--- src/rtl/ipi_mbox_pkg.sv ---
// Shared definitions for the inter-core mailbox controller.
// Holds the request-word field positions and the per-core mailbox record.
package ipi_mbox_pkg;

    localparam int ACK_BIT   = 31;
    localparam int SEND_BIT  = 30;
    localparam int ID_HI     = 29;
    localparam int ID_LO     = 16;
    localparam int ID_W      = ID_HI - ID_LO + 1;
    localparam int PAYLOAD_W = 16;

    // One mailbox: pending flag, sender index and payload.
    typedef struct packed {
        logic                 pend;
        logic [ID_W-1:0]      src;
        logic [PAYLOAD_W-1:0] payload;
    } mbox_t;

    // Builds the status word read by software. The top bit is always zero.
    function automatic logic [31:0] status_word(input mbox_t m);
        return {1'b0, m.pend, m.src, m.payload};
    endfunction

endpackage

--- src/rtl/ipi_addr_decode.sv ---
// Register-window address decoder.
// Splits a byte address into core index and word select. Assumes
// 8 bytes per core and word alignment, and flags every other address as a miss.
module ipi_addr_decode #(
    parameter int NUM_CORES = 4,
    parameter int ADDR_W    = 8,
    parameter int CORE_W    = 2
) (
    input  logic [ADDR_W-1:0] addr,
    output logic              hit,
    output logic              is_status,
    output logic [CORE_W-1:0] core
);
    localparam int SLOT_W = ADDR_W - 3;

    logic [SLOT_W-1:0] slot_raw;

    // Separate the address into its slot, word and byte parts.
    always_comb begin
        slot_raw  = addr[ADDR_W-1:3];
        is_status = addr[2];
        core      = slot_raw[CORE_W-1:0];
        hit       = (addr[1:0] == 2'b00) &&
                    ({{(32-SLOT_W){1'b0}}, slot_raw} < 32'(NUM_CORES));
    end

endmodule

--- src/rtl/ipi_mbox_slot.sv ---
// One destination mailbox.
// A delivery always wins over an acknowledge in the same cycle, which puts the
// acknowledge first and the send second. An acknowledge clears only the flag.
module ipi_mbox_slot
    import ipi_mbox_pkg::*;
(
    input  logic                 clk,
    input  logic                 rst_n,
    input  logic                 deliver,
    input  logic                 ack,
    input  logic [ID_W-1:0]      src_in,
    input  logic [PAYLOAD_W-1:0] payload_in,
    output mbox_t                box
);

    // Hold, deliver or acknowledge the single message kept for this core.
    always_ff @(posedge clk) begin
        if (!rst_n) begin
            box <= '0;
        end else if (deliver) begin
            box.pend    <= 1'b1;
            box.src     <= src_in;
            box.payload <= payload_in;
        end else if (ack) begin
            box.pend <= 1'b0;
        end
    end

endmodule

--- src/rtl/ipi_mailbox.sv ---
// Inter-core message interrupt controller, top level.
// Decodes control writes into per-core send and acknowledge strobes, keeps one
// mailbox per core, drives one level interrupt per core and serves registered
// status reads. Assumes 8*NUM_CORES <= 2**ADDR_W and NUM_CORES <= 2**14.
module ipi_mailbox
    import ipi_mbox_pkg::*;
#(
    parameter int NUM_CORES = 4,
    parameter int ADDR_W    = 8
) (
    input  logic                 clk,
    input  logic                 rst_n,
    input  logic                 wr_en,
    input  logic [ADDR_W-1:0]    wr_addr,
    input  logic [31:0]          wr_data,
    input  logic                 rd_en,
    input  logic [ADDR_W-1:0]    rd_addr,
    output logic [31:0]          rd_data,
    output logic [NUM_CORES-1:0] irq_o
);
    localparam int CORE_W = (NUM_CORES > 1) ? $clog2(NUM_CORES) : 1;

    logic              wr_hit, wr_is_status;
    logic [CORE_W-1:0] wr_core;
    logic              rd_hit, rd_is_status;
    logic [CORE_W-1:0] rd_core;

    logic                 ctrl_wr, req_ack, req_send, dst_ok;
    logic [ID_W-1:0]      dst_id, src_id;
    logic [PAYLOAD_W-1:0] req_payload;

    mbox_t boxes [NUM_CORES];

    ipi_addr_decode #(.NUM_CORES(NUM_CORES), .ADDR_W(ADDR_W), .CORE_W(CORE_W)) wr_dec_i (
        .addr      (wr_addr),
        .hit       (wr_hit),
        .is_status (wr_is_status),
        .core      (wr_core)
    );

    ipi_addr_decode #(.NUM_CORES(NUM_CORES), .ADDR_W(ADDR_W), .CORE_W(CORE_W)) rd_dec_i (
        .addr      (rd_addr),
        .hit       (rd_hit),
        .is_status (rd_is_status),
        .core      (rd_core)
    );

    // Split a control write into its request fields and check the destination.
    always_comb begin
        ctrl_wr     = wr_en && wr_hit && !wr_is_status;
        req_ack     = wr_data[ACK_BIT];
        req_send    = wr_data[SEND_BIT];
        dst_id      = wr_data[ID_HI:ID_LO];
        req_payload = wr_data[PAYLOAD_W-1:0];
        src_id      = ID_W'(wr_core);
        dst_ok      = {{(32-ID_W){1'b0}}, dst_id} < 32'(NUM_CORES);
    end

    for (genvar c = 0; c < NUM_CORES; c++) begin : g_box
        logic deliver_c, ack_c;

        // Send strobe when this core is the destination, acknowledge when it wrote.
        always_comb begin
            deliver_c = ctrl_wr && req_send && dst_ok && (dst_id == ID_W'(c));
            ack_c     = ctrl_wr && req_ack && (wr_core == CORE_W'(c));
        end

        ipi_mbox_slot slot_i (
            .clk        (clk),
            .rst_n      (rst_n),
            .deliver    (deliver_c),
            .ack        (ack_c),
            .src_in     (src_id),
            .payload_in (req_payload),
            .box        (boxes[c])
        );

        // The interrupt level follows the pending flag.
        assign irq_o[c] = boxes[c].pend;
    end

    // Registered read: status words give the mailbox, everything else gives zero.
    always_ff @(posedge clk) begin
        if (!rst_n) begin
            rd_data <= '0;
        end else if (rd_en && rd_hit && rd_is_status) begin
            rd_data <= status_word(boxes[rd_core]);
        end else begin
            rd_data <= '0;
        end
    end

endmodule

--- config.mk ---
export PLATFORM = sky130hd
export DESIGN_NAME = ipi_mailbox
export DESIGN_NICKNAME = d
export VERILOG_FILES = /design/src/rtl/ipi_mbox_pkg.sv /design/src/rtl/ipi_addr_decode.sv /design/src/rtl/ipi_mbox_slot.sv /design/src/rtl/ipi_mailbox.sv
export SDC_FILE = /design/constraint.sdc
export NUM_CORES = 1
export LEC_CHECK = 0
export BUFFER_PORTS_ARGS = -buffer_cell sky130_fd_sc_hd__buf_2
export CAP_MARGIN = 20
export CORE_MARGIN = 5
export CORE_UTILIZATION = 54
export DETAILED_ROUTE_END_ITERATION = 16
export GPL_TIMING_DRIVEN = 0
export PLACE_DENSITY = 0.86
export SYNTH_ARGS = -nofsm -noshare
export SYNTH_HDL_FRONTEND = slang
export SYNTH_SLANG_ARGS = --single-unit
--- constraint.sdc ---
create_clock -name clk -period 2 [get_ports clk]
set_input_delay 0.4 -clock clk [delete_from_list [all_inputs] [get_ports clk]]
set_output_delay 0.4 -clock clk [all_outputs]
set_load 0.02 [all_outputs]
==> metrics.md <==
| Metric | Value |
|---|---|
| Drt wl/cell | `16.83 um` |
| Post-synthesis sequential area ratio | `0.4734` |
| Core footprint | `0.007253 mm^2` |
| Leakage power | `1.791 nW` |
| Total power | `3.241 mW` |
| Fill cells | `567` |
| Clock root cell | `clkbuf_8` |
| Flop pwr share | `0.583` |
| Final count of hold timing violations | `0` |
| Setup bufs post-CTS | `0` |
| Combinational Power Share | `0.068` |
| Post-synthesis cell type count | `28` |
| Crit Path Category | `input pin to register` |
| Initial antenna violation count | `0` |
| FFs w/ async S/R, synth | `0` |
| Clock Skews | `0.006857 ns` |
| Cts hold-fix bufs | `0` |
| Layout cell share with drive strength beyond 1 | `0.2961` |
| Clock share of power | `0.349` |
| Setup Viol. Count Final | `0` |
| Post-synth top flop | `dfxtp_1` |
| Detailed Place HPWL | `6.812 mm` |
| Worst Hold Class | `input pin to register` |
| DRT iter0 DRCs | `135` |
| Worst Setup End Kind | `register` |
| CTS buffer count | `9` |
| Vias per inst | `5.294` |
| Sw Pwr | `813.7 uW` |
| Post-route minimum period | `1.768 ns` |
| Critical Path Fanout Max | `10` |
| Max-cap violations | `0` |
| Status | `completed` |
| Gr ovfl total | `0` |
| CTS Sinks | `95` |
| # port buffers | `71` |
| Worst-Margin Slew | `0.6846 ns` |
| Worst-skew pair later-pin latency | `0.37 ns` |
| Row count | `31` |
| Gp weighted congestion | `0.8064` |
| Die extent in y | `96.26 um` |
| Flop-to-flop setup slack | `0.92 ns` |
| Final TNS setup | `0 ns` |
| Syn Area/Cell | `10.92 um^2` |
| Area growth, synth to finish | `17.28%` |
| Full die area | `0.009265 mm^2` |
| TritonCTS clock tree | `done` |
| Antenna cells | `0` |
| Cells after DPL | `550` |
| Pins over their slew limit | `0` |
| Fmax | `0.5656 GHz` |
| RSZ-0062 raised after global routing | `false` |
| WL final | `9.508 mm` |
| Post-CTS resize count | `0` |
| Final antenna-violating net count | `0` |
| PD cells | `687.9 mW/mm^2` |
| Cell Area, Synth | `0.004018 mm^2` |
| Post-Synthesis Cells | `368` |
| Int Pwr | `2.428 mW` |
| Sw frac | `0.2510` |
| Drt drc | `0` |
| VDD IR max | `0.4384 mV` |
| Largest net degree at the start of global routing | `17` |
| Vias in the first global route | `3084` |
| Synth Register Bits | `95` |
| Critical Path Start Type | `input pin` |
| Horiz. Die Dim | `96.26 um` |
| Ys Warns | `0` |
| Non-Filler Instances | `565` |
| Total GRT Usage | `0.2149` |
| H-Tree Depth | `3` |
| Rel. slew slack | `0.5436` |
| Ports | `88` |
| Bufs on Longest Clock Path | `2` |
| Starting Density | `0.5539` |
| Drt first pass iters | `4` |
| Number of synthesized flops with an enable pin | `0` |
| Clock transition at path regs | `0.10 ns` |
| Global-route wire length before repair | `14.89 mm` |
| Arrival time at the worst endpoint | `2.06 ns` |
| Final layout net count | `514` |
| Vias | `2991` |
| Final worst path period share | `0.8839` |
| WP data required | `2.29 ns` |
kinds of logic (layout without fill, tap and decap cells):
group	count (synthesis)	after routing	share of synthesized area
AOI/OAI and AO/OA	8	8	0.01619
buffers and inverters	43	129	0.07038
DFF	95	95	0.4734
muxes	91	91	0.2859
other	1	13	0.0009334
and+or+nand+nor	130	130	0.1532
critical path: stages:
cell and delay (ns):
buf_2 0.11, nor4_1 0.38, nand4_1 0.54, clkbuf_1 0.42, nor2b_1 0.20
per-layer routing:
layer	track usage	share of wire	vias to the layer above
met5	0	0	-
met4	0.1102	0.025	0
met3	0.03753	0.071	19
met2	0.3634	0.50	122
met1	0.2609	0.40	1431
li1	-	-	1419
synth_stat cells, types with 3 or more instances:
cell type | number | area share
buf_2 | 3 | 0.0037
nor3_1 | 3 | 0.0037
o21a_1 | 4 | 0.0075
mux4_2 | 19 | 0.11
dfxtp_1 | 95 | 0.47
nor2b_1 | 20 | 0.031
buf_6 | 3 | 0.0084
buf_4 | 19 | 0.036
o31a_1 | 4 | 0.0087
clkbuf_1 | 11 | 0.010
mux2i_1 | 72 | 0.18
nor4_1 | 4 | 0.0062
nand2_1 | 91 | 0.085
cells in the final DEF, fill, tap and decap left out, types with 3 or more instances in the layout:
cell      synthesis  layout
buf_2             3      74
buf_4            19      19
buf_6             3       3
clkbuf_1         11      11
clkbuf_8          0       9
conb_1            1      13
dfxtp_1          95      95
mux2i_1          72      72
mux4_2           19      19
nand2_1          91      91
nor2b_1          20      20
nor3_1            3       3
nor4_1            4       4
o21a_1            4       4
o31a_1            4       4
power groups by stage:
| stage | Sequential, mW | Combinational (mW) | Clock (mW) |
|---|---|---|---|
| after floorplan | 1.93 | 0.129 | 0 |
| after CTS | 1.89 | 0.218 | 1.14 |
| after global placement | 1.93 | 0.213 | 0 |
| after detailed placement | 1.93 | 0.217 | 0 |
| final | 1.89 | 0.219 | 1.13 |
| after global routing | 1.89 | 0.238 | 1.24 |
cell type report:
type | instances | area (um^2) | share of cell area
sequential | 95 | 1902 | 0.4036
multi-input combinational | 242 | 1878 | 0.3986
timing repair buffer | 71 | 355.3 | 0.07541
buffer | 41 | 275.3 | 0.05842
clock buffer | 9 | 123.9 | 0.02629
tap | 99 | 123.9 | 0.02629
clock inverter | 6 | 46.29 | 0.009825
inverter | 2 | 7.507 | 0.001593
state kept, by name (all words and copies together) (netlist names):
signal,count
g_box.slot_i.box,76
rd_data,19
path summary, 6_finish.rpt:
| kind | startpoint | end | cells past startpoint |
|---|---|---|---|
| max reg2reg | g_box[0].slot_i.box[6]$_SDFFE_PN0P_ | rd_data[6]$_SDFF_PN0_ | 2 |
| min | wr_data[10] | g_box[3].slot_i.box[10]$_SDFFE_PN0P_ | 3 |
| min reg2reg | g_box[1].slot_i.box[4]$_SDFFE_PN0P_ | g_box[1].slot_i.box[4]$_SDFFE_PN0P_ | 2 |
| max | rd_addr[1] | rd_data[14]$_SDFF_PN0_ | 5 |
stage by stage:
step           setup slack [ns]    util  hold WS [ns]  cell area, um^2
2_1_floorplan            0.2363       -        0.4315             4063
3_3_place_gp            -0.1633  0.6262        0.4389             4542
3_5_place_dp            -0.1515  0.6262        0.4483             4542
4_1_cts                  0.2284  0.6496        0.3496             4712
5_1_grt                  0.1259  0.6496        0.3880             4712
6_report                 0.2321  0.6496        0.3492             4712
(Power assumes the default switching activity.)
